==> src/rtl/pcnt_pkg.sv <==
package pcnt_pkg;

    // Number of slices needed to cover a count of the given width.
    function automatic int seg_count(input int width, input int seg_w);
        return (width + seg_w - 1) / seg_w;
    endfunction

    // Number of live bits in the topmost slice.
    function automatic int top_bits(input int width, input int seg_w);
        return width - (seg_count(width, seg_w) - 1) * seg_w;
    endfunction

endpackage

==> src/rtl/pcnt_segment.sv <==
// One slice of the counter: increments when its input carry (or enable) is set
// and registers the carry it produces for the slice above.
module pcnt_segment #(
    parameter int W     = 8,
    parameter int ACT_W = 8
) (
    input  logic         clk,
    input  logic         rst_n,
    input  logic         clr,
    input  logic         inc,
    output logic [W-1:0] val,
    output logic         carry
);

    localparam logic [W-1:0] MASK = W'((64'd1 << ACT_W) - 64'd1);

    typedef struct packed {
        logic [W-1:0] val;
        logic         carry;
    } seg_t;

    seg_t s_d, s_q;

    always_comb begin
        s_d       = s_q;
        s_d.carry = 1'b0;
        if (inc) begin
            s_d.val   = (s_q.val + W'(1)) & MASK;
            s_d.carry = (s_q.val == MASK);
        end
        if (clr) begin
            s_d = '0;
        end
    end

    always_ff @(posedge clk or negedge rst_n) begin
        if (!rst_n) begin
            s_q <= '0;
        end else begin
            s_q <= s_d;
        end
    end

    assign val   = s_q.val;
    assign carry = s_q.carry;

    // a slice never holds bits beyond its live width
    a_r5_seg_range: assert property (@(posedge clk) disable iff (!rst_n)
        (val & ~MASK) == '0);

    // a produced carry always coincides with the slice having rolled to zero
    a_r9_carry_roll: assert property (@(posedge clk) disable iff (!rst_n)
        carry |-> (val == '0));

endmodule

==> src/rtl/pcnt_skew.sv <==
// Delay line that holds a slice value back until its higher neighbours catch up.
module pcnt_skew #(
    parameter int W     = 8,
    parameter int DEPTH = 1
) (
    input  logic         clk,
    input  logic         rst_n,
    input  logic         clr,
    input  logic [W-1:0] din,
    output logic [W-1:0] dout
);

    typedef struct packed {
        logic [DEPTH-1:0][W-1:0] stg;
    } skew_t;

    skew_t k_d, k_q;

    always_comb begin
        k_d.stg[0] = din;
        for (int i = 1; i < DEPTH; i++) begin
            k_d.stg[i] = k_q.stg[i-1];
        end
        if (clr) begin
            k_d = '0;
        end
    end

    always_ff @(posedge clk or negedge rst_n) begin
        if (!rst_n) begin
            k_q <= '0;
        end else begin
            k_q <= k_d;
        end
    end

    assign dout = k_q.stg[DEPTH-1];

    // a clear empties the delay line on the next edge
    a_r4_skew_clear: assert property (@(posedge clk) disable iff (!rst_n)
        clr |=> (dout == '0));

endmodule

==> src/rtl/pipelined_counter.sv <==
module pipelined_counter
    import pcnt_pkg::*;
#(
    parameter int WIDTH = 31,
    parameter int SEG_W = 8
) (
    input  logic             clk,
    input  logic             rst_n,
    input  logic             clr,
    input  logic             en,
    output logic [WIDTH-1:0] count_o,
    output logic             settled_o
);

    localparam int NSEG  = seg_count(WIDTH, SEG_W);
    localparam int TOP_W = top_bits(WIDTH, SEG_W);
    localparam int PAD_W = NSEG * SEG_W;

    logic [NSEG-1:0]  inc;
    logic [NSEG-1:0]  carry;
    logic [SEG_W-1:0] seg_val [NSEG];
    logic [PAD_W-1:0] aligned;

    assign inc[0] = en;

    for (genvar k = 0; k < NSEG; k++) begin : g_slice
        if (k > 0) begin : g_chain
            assign inc[k] = carry[k-1];
        end

        pcnt_segment #(
            .W     (SEG_W),
            .ACT_W ((k == NSEG - 1) ? TOP_W : SEG_W)
        ) u_seg (
            .clk   (clk),
            .rst_n (rst_n),
            .clr   (clr),
            .inc   (inc[k]),
            .val   (seg_val[k]),
            .carry (carry[k])
        );

        if (k < NSEG - 1) begin : g_delay
            pcnt_skew #(
                .W     (SEG_W),
                .DEPTH (NSEG - 1 - k)
            ) u_skew (
                .clk   (clk),
                .rst_n (rst_n),
                .clr   (clr),
                .din   (seg_val[k]),
                .dout  (aligned[k*SEG_W +: SEG_W])
            );
        end else begin : g_direct
            assign aligned[k*SEG_W +: SEG_W] = seg_val[k];
        end
    end

    typedef struct packed {
        logic [WIDTH-1:0] count;
        logic [NSEG-1:0]  hist;
    } top_t;

    top_t t_d, t_q;

    always_comb begin
        t_d.count   = aligned[WIDTH-1:0];
        t_d.hist[0] = en;
        for (int i = 1; i < NSEG; i++) begin
            t_d.hist[i] = t_q.hist[i-1];
        end
        if (clr) begin
            t_d = '0;
        end
    end

    always_ff @(posedge clk or negedge rst_n) begin
        if (!rst_n) begin
            t_q <= '0;
        end else begin
            t_q <= t_d;
        end
    end

    assign count_o   = t_q.count;
    assign settled_o = (t_q.hist == '0);

    // clear zeroes the count and marks it settled on the next edge
    a_r4_clear: assert property (@(posedge clk) disable iff (!rst_n)
        clr |=> (count_o == '0 && settled_o));

    // the aligned count never jumps by more than one
    a_r7_step: assert property (@(posedge clk) disable iff (!rst_n)
        !clr |=> (count_o == $past(count_o) || count_o == $past(count_o) + WIDTH'(1)));

    // once settled, the count holds until a new enable or a clear
    a_r3_hold: assert property (@(posedge clk) disable iff (!rst_n)
        (settled_o && !clr) |=> $stable(count_o));

    // a sampled enable means work is in flight
    a_r6_busy: assert property (@(posedge clk) disable iff (!rst_n)
        (en && !clr) |=> !settled_o);

    // the top slice carries out only as it rolls over to zero
    a_r5_top_carry: assert property (@(posedge clk) disable iff (!rst_n)
        carry[NSEG-1] |-> (seg_val[NSEG-1] == '0));

    if (PAD_W > WIDTH) begin : g_pad_chk
        // padding bits above the count width stay zero
        a_r5_pad_zero: assert property (@(posedge clk) disable iff (!rst_n)
            aligned[PAD_W-1:WIDTH] == '0);
    end

endmodule

==> config.mk <==
export PLATFORM = sky130hd
export DESIGN_NAME = pipelined_counter
export DESIGN_NICKNAME = d
export VERILOG_FILES = /design/src/rtl/pcnt_pkg.sv /design/src/rtl/pcnt_segment.sv /design/src/rtl/pcnt_skew.sv /design/src/rtl/pipelined_counter.sv
export SDC_FILE = /design/constraint.sdc
export NUM_CORES = 1
export LEC_CHECK = 0
export CAP_MARGIN = 20
export CORE_ASPECT_RATIO = 1.75
export CORE_MARGIN = 2
export CORE_UTILIZATION = 53
export CTS_CLUSTER_SIZE = 16
export DETAILED_ROUTE_END_ITERATION = 7
export PLACE_DENSITY = 0.7
export SKIP_CTS_REPAIR_TIMING = 1
export SLEW_MARGIN = 20
export SYNTH_ARGS = -nofsm -noshare
export SYNTH_HDL_FRONTEND = slang
export SYNTH_HIERARCHICAL = 1
export SYNTH_SLANG_ARGS = --single-unit
==> constraint.sdc <==
create_clock -name clk -period 3.6 [get_ports clk]
set_clock_uncertainty 0.1 [all_clocks]
set_input_delay 0.36 -clock clk [delete_from_list [all_inputs] [get_ports clk]]
set_output_delay 0.36 -clock clk [all_outputs]
set_load 0.02 [all_outputs]
Word-level counts from Yosys, hierarchy flattened --
Cells that the tools add are included.
Storage, ports and cells: register bits 118, bits of input ports 4, output and inout port bits 32, word-level logic and storage cells 40
Cells by class: add/subtract/negate cells 4, equal/unequal tests 4, muxes and demuxes 12, reductions and logical operators 5
Operators with widths (count):
- two-way mux 9 bit | 8
- two-way mux 35 bit | 1
- adder 8 x 1 -> 8 bit, second input constant | 3
- equality test 8 bit, second input constant | 3
- two-way mux 24 bit | 1
- two-way mux 16 bit | 1
- equality test 8 x 7 -> 1 bit, second input constant | 1
- two-way mux 8 bit | 1
- nonzero test 2 bit | 4
- adder 7 x 1 -> 7 bit, second input constant | 1
- logical NOT 4 bit | 1

Logic depth before layout (Yosys ltp) --
Gate-level depths: netlist of the first run.
depth after elaboration 3, mapped depth 4, gate-level depth less buffers 4

Modules after synthesis --
Netlist of the first run, hierarchy kept.
By module, submodules not included:
- pipelined_counter | times used 1, cells an instance 105, area each 1380.1 µm², seq. area each 875.8 µm²
- pcnt_segment at g_slice[0].u_seg ... | times used 3, cells an instance 40, area each 429.2 µm², seq. area each 225.2 µm²
- pcnt_skew at g_slice[0].g_delay.u_skew | times used 1, cells an instance 58, area each 873.3 µm², seq. area each 600.6 µm²
- pcnt_skew at g_slice[1].g_delay.u_skew | times used 1, cells an instance 41, area each 604.3 µm², seq. area each 400.4 µm²
- pcnt_segment at g_slice[3].u_seg | times used 1, cells an instance 34, area each 362.8 µm², seq. area each 200.2 µm²
- pcnt_skew at g_slice[2].g_delay.u_skew | times used 1, cells an instance 16, area each 250.2 µm², seq. area each 200.2 µm²

Worst setup path before layout of the first run --
No wires, ideal clock.
path type register to output, start register t_q[2] in the netlist's numbering, end output settled_o, arrival time 1.078 ns, required time 3.140 ns, path slack 2.062 ns, cell stages (with the launch flop) 2, path buffers 0, cells stage by stage dfrtp_1 nor4_1
On the way: word-level cells in the longest chain between the ends 1
Ends and longest elaborated chain:
- start: declaration | RTL line pipelined_counter.sv:64 | top_t t_d, t_q;
- start signal: assignment | RTL line pipelined_counter.sv:81 | t_q <= t_d;
- logical NOT 4 bit | RTL line pipelined_counter.sv:86 | assign settled_o = (t_q.hist == '0);
- end: declaration | RTL line pipelined_counter.sv:12 | output logic settled_o
Every way passes these cells.

Final worst setup path of the first run --
Ends and elaborated chain as after synthesis.

==> results.rst, run 1 <==
.. list-table::
   :header-rows: 1

   * - Metric
     - Value
   * - Met2 track demand over resource in global routing
     - roughly a fifth
   * - Area Overhead vs Synth
     - 13.4%
   * - HPWL after detailed placement
     - between 3 and 4 mm
   * - Core ar.
     - roughly 8700 sq um
   * - Overflow after GRT
     - 0
   * - Final WL
     - around 5.7 mm
   * - DRC violations left
     - 0
   * - Part of the total power dissipated in sequential elements
     - a little under half
   * - Worst-case setup slack after placement
     - 1710 ps
   * - Critical Path RT
     - between 3000 and 4000 ps
   * - Critical path's largest stage delay
     - ~640 ps
   * - Clock transition at the registers of the reported paths
     - ~50 ps
   * - CP arrival
     - around 1700 ps
   * - Category of the worst setup path capture point
     - primary output
   * - Ratio of cells with drive above 1 in the final layout
     - between 15 and 20%
   * - Number of endpoints with negative hold slack in the final report
     - 0
   * - Setup slack of the worst register-to-register path
     - 2110 ps
   * - Wire length of the first global-routing pass
     - about 10 mm
   * - Die outline width
     - about 75 um
   * - Average cell area after synthesis
     - 12.7 sq um
   * - IR drop worst, VDD
     - between 300 and 400 uV
   * - WS Path Type
     - reg -> out
   * - Highest clock rate
     - 0.470 GHz
   * - Number of sinks on the clock net
     - 117
   * - First DRT Iteration DRCs
     - between 100 and 150
   * - Net switching fraction of the power
     - a little under a fifth
   * - Standby leakage power
     - roughly 2.5 nW
   * - Final estimated routing congestion in global placement
     - between 0.7 and 0.8
   * - CP startpoint
     - t_q[2]$_DFF_PN0_
   * - Worst Max-Slew Pin Slew
     - between 900 and 1000 ps
   * - GRT met3 Usage
     - about 6.6%
   * - Number of max-cap violations
     - 0
   * - Core Rows
     - 45
   * - Cell count after synthesis
     - 370
   * - Crit path cell chain
     - nor4_1 -> clkdlybuf4s50_1
   * - Detail Route Antenna Nets
     - 0
   * - Avg WL per Cell
     - between 10 and 15 um
   * - Logic pwr share
     - under 10%
   * - Number of slew-limit violations in the final report
     - 0
   * - Maximum buffer depth of the clock tree
     - 2
   * - Number of antenna violations at the first check in global routing
     - 0
   * - Total via count in the routed design
     - roughly 2300
   * - Detailed-router iteration count before antenna repair
     - 4
   * - Root buffer cell
     - clkbuf_16
   * - Relative slew slack
     - 38.1%
   * - Final critical path time including I/O delays and setup
     - 2130 ps
   * - Min-Delay Path Class
     - in -> async
   * - Synthesized net count
     - 378
   * - # setup viols final
     - 0
   * - RSZ-0062 raised after global routing
     - false
   * - Netlist Area Pre-Place
     - 4710 sq um
   * - Count of input and output buffers
     - 35
   * - Standard cell with the maximum stage delay on the critical path
     - clkdlybuf4s50_1
   * - Power per Cell Area
     - ~550 nW/um^2
   * - Count of nets after finishing
     - ~380
   * - Total CTS buffers
     - 17
   * - Cell count after placement
     - about 470
   * - CTS tree
     - done
   * - Met1 Resource Use GR
     - between 15 and 20%
   * - Non-Filler Instances
     - approximately 500
   * - Largest fanout on the critical path
     - 2
   * - Clk Latency, worst-skew pair
     - between 300 and 400 ps
   * - Final critical-path share of the clock period
     - roughly three fifths
   * - Endpoint of the worst setup timing path
     - settled_o
   * - Accumulated negative setup slack
     - 0 ps
   * - Category of the worst setup path launch point
     - flop
   * - Initial core utilization
     - 54.4%
   * - Overall die area
     - between 9000 and 10000 sq um
   * - Clock group share of total power
     - ~52%
   * - Pint
     - about 2.4 mW
   * - Maximum number of pins on one net before global-route repair
     - 96
   * - Net load switching power
     - about 550 uW
   * - Minimum setup slack in the final design
     - between 1000 and 1500 ps
   * - Io pins
     - 36
   * - FF-to-FF path depth
     - 4
   * - Most heavily used metal layer in global routing
     - met2
   * - Number of global-route vias before repair
     - around 2200
   * - Via density
     - roughly 4.6
   * - RR Endpoint
     - g_slice[3].u_seg/val[6]$_DFFE_PN0P_
   * - Outcome
     - complete, no violations
   * - YS warnings
     - 6
   * - Overall Global Routing Usage
     - between 10% and 20%
   * - Source of the worst register-to-register timing path
     - g_slice[3].u_seg/val[0]$_DFFE_PN0P_
   * - Die Ht
     - 129 um
   * - ANT cells
     - 0
   * - Htree depth
     - 4
-- per-stage QoR --
step / utilization, % / instance area [sq um] / total power, mW / hold slack [ps]
2_1_floorplan: - / 4710 / 1.39 / -35.6
3_3_place_gp: 55.2 / 4780 / 1.42 / 193
3_5_place_dp: 55.2 / 4780 / 1.42 / 199
4_1_cts: 61.5 / 5340 / 2.96 / -231
5_1_grt: 61.7 / 5350 / 3.02 / 342
6_report: 61.7 / 5350 / 2.92 / 315
-- worst max-delay path: cells and delay by family, from the launching register on --
| family | cells | cell delay [ps] |
|---|---|---|
| buffers and inverters | 1 | 640 |
| AND/OR/NAND/NOR | 1 | 260 |
| flip-flops | 1 | 370 |
-- power by group through the flow --
stage                     Clock [mW]  Sequential (mW)  Combinational [mW]
after global routing            1.61             1.33              0.0788
after global placement             0             1.35              0.0685
final                           1.52             1.33              0.0676
after detailed placement           0             1.35              0.0703
after floorplan                    0             1.35              0.0359
after CTS                       1.56             1.33              0.0702
-- layout make-up --
type / count / area, sq um
Inverter: 3 / 11.3
Multi-Input combinational cell: 190 / 1320
Tap cell: 117 / 146
Sequential cell: 117 / 2930
Clock inverter: 4 / 45.0
Clock buffer: 26 / 509
Fill cell: 699 / 3320
Timing Repair Buffer: 39 / 390
-- worst min-delay path by stage --
| stage | from | to | slack (ps) | cells past startpoint |
|---|---|---|---|---|
| floorplan | rst_n | count_o[0]$_DFF_PN0_ | -40 | 0 |
| global placement | rst_n | g_slice[2].u_seg/val[0]$_DFFE_PN0P_ | 190 | 1 |
| detailed placement | rst_n | g_slice[2].u_seg/val[1]$_DFFE_PN0P_ | 200 | 1 |
| CTS | rst_n | g_slice[2].u_seg/val[1]$_DFFE_PN0P_ | -230 | 1 |
| global route | rst_n | g_slice[2].u_seg/val[1]$_DFFE_PN0P_ | 340 | 2 |
| finish | rst_n | g_slice[2].u_seg/val[1]$_DFFE_PN0P_ | 320 | 2 |
-- cell usage in the layout, fill, tap and decap left out --
cell	instances
clkbuf_8	5
clkbuf_16	17
mux2i_1	4
bufinv_16	1
buf_4	4
clkinv_2	3
and2b_1	4
nor4_1	4
buf_12	1
nor2b_2	21
dfrtp_1	117
or3_1	11
nand4_4	3
o21ai_0	11
ha_1	4
inv_1	3
nand4_1	4
xor2_1	12
and2b_2	11
nor2b_1	47
nand2_1	9
nor2_1	20
dlygate4sd3_1	1
a21oi_1	11
clkdlybuf4s50_1	33
xnor2_1	4
clkbuf_1	4
nand3_1	6
nand4_2	4
-- metal layers --
layer	share of wire (%)	wire length, um
met1	41	2340
met3	3.8	216
met2	53	3050
met5	0	0
met4	2.3	131
-- registers in the layout, indices dropped and copies added, names as in the netlist --
register                     cells
g_slice.u_seg/val               31
g_slice.u_seg/carry              3
g_slice.g_delay.u_skew/dout     24
count_o                         31
g_slice.g_delay.u_skew/k_q      24
t_q                              4
(Power assumes the default switching activity.)
==> run 2, diff against run 1 <==
clock period = 2.1 ns   (was 3.6 ns; I/O delays follow)
==> run 2 against run 1 <==
Net effect:
- sequential cell count did not move
- design area rose by 1.1%
- non-clock buffer count rose by 7
- wire length rose by 4.5%
- die area did not move
- worst hold slack got worse by 91 ps
- via count rose by 4.0%
- combinational power rose by 94%
- clock power rose by 69%
- critical path type unchanged
- critical endpoint unchanged
- largest power group unchanged
==> results.rst, run 2 (same netlist as run 1, synthesis figures left out) <==
.. list-table::
   :header-rows: 1

   * - Metric
     - Value
   * - Ratio of cells with drive above 1 in the final layout
     - 19.8% (+1.4 points)
   * - Overflow after GRT
     - 0 (unchanged)
   * - Most frequent cells in the layout
     - dfrtp_1 (117), nor2b_1 (47), clkdlybuf4s50_1 (33)
   * - DRC violations left
     - 0 (unchanged)
   * - Core ar.
     - 8670 sq um (unchanged)
   * - Part of the total power dissipated in sequential elements
     - 45.8% (+0.2 points)
   * - Worst-case setup slack after placement
     - 373 ps (-1340 ps)
   * - CP arrival
     - 1680 ps (about the same)
   * - WS Path Type
     - reg -> out
   * - Worst Max-Slew Pin Slew
     - 763 ps (-165 ps)
   * - Min-Delay Path Class
     - in -> async
   * - Number of slew-limit violations in the final report
     - 0 (unchanged)
   * - Detailed-router iteration count before antenna repair
     - 5 (+1)
   * - Category of the worst setup path capture point
     - primary output
   * - Clock group share of total power
     - 51.6% (-0.5 points)
   * - Number of endpoints with negative hold slack in the final report
     - 0 (unchanged)
   * - Number of sinks on the clock net
     - 117 (unchanged)
   * - Die Ht
     - 129 um (unchanged)
   * - Final critical-path share of the clock period
     - between 90% and 100%
   * - Net switching fraction of the power
     - 19.7% (+0.80 points)
   * - RSZ-0062 raised after global routing
     - false
   * - Minimum setup slack in the final design
     - 106 ps (-1370 ps)
   * - Wire length of the first global-routing pass
     - 10.3 mm (+3.2%)
   * - Final estimated routing congestion in global placement
     - 0.749 (+3.5%)
   * - Root buffer cell
     - clkbuf_16
   * - Final cell utilization of the core
     - 62.3% (+0.65 points)
   * - Net load switching power
     - 979 uW (+78%)
   * - Category of the worst setup path launch point
     - flop
   * - Outcome
     - complete, no violations
   * - # setup viols final
     - 0 (unchanged)
   * - IR drop worst, VDD
     - 585 uV (+48%)
   * - ANT cells
     - 0 (unchanged)
   * - First DRT Iteration DRCs
     - 144 (+13%)
   * - Number of global-route vias before repair
     - 2315 (+4.8%)
   * - Setup slack of the worst register-to-register path
     - 640 ps (-1470 ps)
   * - Power after layout
     - 4.98 mW (+71%)
   * - Clk Latency, worst-skew pair
     - 400 ps (about the same)
   * - Via density
     - 4.72 (+2.2%)
   * - Overall die area
     - 9690 sq um (unchanged)
   * - Maximum buffer depth of the clock tree
     - 2 (unchanged)
   * - Area Overhead vs Synth
     - 14.6%
   * - Die outline width
     - 75.3 um (unchanged)
   * - HPWL after detailed placement
     - 3.59 mm (+5.8%)
   * - Core Rows
     - 45 (unchanged)
   * - Total CTS buffers
     - 17 (unchanged)
   * - Pint
     - 4.00 mW (+69%)
   * - Largest fanout on the critical path
     - 2 (unchanged)
   * - Final WL
     - 6.00 mm (+4.5%)
   * - CTS tree
     - done
   * - Standby leakage power
     - 2.58 nW (+1.3%)
   * - Number of max-cap violations
     - 0 (unchanged)
   * - Number of antenna violations at the first check in global routing
     - 0 (unchanged)
   * - Relative slew slack
     - 49.1% (+11 points)
   * - Most frequent standard cell in the layout excluding fill and tap cells
     - dfrtp_1
   * - Total via count in the routed design
     - 2386 (+4.0%)
   * - Avg WL per Cell
     - 11.9 um (+2.7%)
   * - Power per Cell Area
     - 921 nW/um^2 (+69%)
   * - Highest clock rate
     - 0.502 GHz
   * - Accumulated negative setup slack
     - 0 ps (unchanged)
   * - Overall Global Routing Usage
     - 14.6% (+0.50 points)
   * - Count of nets after finishing
     - 383 (+1.9%)
   * - Final critical path time including I/O delays and setup
     - between 1500 and 2000 ps
   * - Io pins
     - 36 (unchanged)
   * - Clock transition at the registers of the reported paths
     - 50 ps (about the same)
   * - Logic pwr share
     - 2.6% (+0.3 points)
   * - Maximum number of pins on one net before global-route repair
     - 77 (-20%)
   * - Detail Route Antenna Nets
     - 0 (unchanged)
   * - Count of input and output buffers
     - 35 (unchanged)
   * - Initial core utilization
     - 54.4% (unchanged)
   * - Htree depth
     - 4 (unchanged)
   * - Critical Path RT
     - 1790 ps (-1350 ps)
-- run 2: changes by cell type in the layout (fill, tap and decap cells not counted) --
cell / before / now
clkbuf_8: 5 / 6
buf_4: 4 / 10
buf_12: 1 / 2
clkbuf_1: 4 / 6
bufinv_16: 1 / 0
-- run 2: path summary, 6_finish.rpt --
kind                                                             start  cells after the start                                          end
max                                                   t_q[2]$_DFF_PN0_                      2                                    settled_o
min                                                              rst_n                      3  g_slice[2].g_delay.u_skew/dout[0]$_DFF_PN0_
max reg2reg                        g_slice[1].u_seg/val[0]$_DFFE_PN0P_                      4          g_slice[1].u_seg/val[6]$_DFFE_PN0P_
min reg2reg                g_slice[0].g_delay.u_skew/k_q[14]$_DFF_PN0_                      1  g_slice[0].g_delay.u_skew/dout[6]$_DFF_PN0_
max in group asynchronous                                        rst_n                      3   g_slice[0].g_delay.u_skew/k_q[4]$_DFF_PN0_
min in group clk                                                   clr                      2                        count_o[21]$_DFF_PN0_
-- run 2: final cells by class --
cell class / count / area (sq um)
clock buffer: 29 / 531
clock inverter: 3 / 15.0
fill: 683 / 3270
inverter: 3 / 11.3
multi-input combinational: 190 / 1320
sequential: 117 / 2930
tap: 117 / 146
timing repair buffer: 46 / 455
-- run 2: power groups by stage --
stage | Sequential, mW | Combinational [mW] | Clock (mW)
floorplan | 2.31 | 0.0616 | 0
finish | 2.28 | 0.131 | 2.57
global route | 2.28 | 0.151 | 2.72
global placement | 2.32 | 0.133 | 0
CTS | 2.28 | 0.135 | 2.63
detailed placement | 2.32 | 0.135 | 0
-- run 2: stage by stage --
stage | hold slack [ps] | instances | instance area [sq um]
final | 224 | 505 | 5400
after global routing | 260 | 505 | 5400
after CTS | -324 | 504 | 5390
after detailed placement | 109 | 472 | 4850
after global placement | 108 | 472 | 4850
after floorplan | -186 | 370 | 4710
-- run 2: critical path, cell delays in order (launching register included) --
cell and delay, ps:
dfrtp_1 370, nor4_1 270, clkdlybuf4s50_1 640
-- run 2: metal layers --
metal | track usage (%) | part of all wire (%) | up-vias
li1 | - | - | 1153
met1 | 17.0 | 42 | 1175
met2 | 22.4 | 53 | 47
met3 | 5.87 | 3.9 | 11
met4 | 8.36 | 1.8 | 0
met5 | 0 | 0 | -
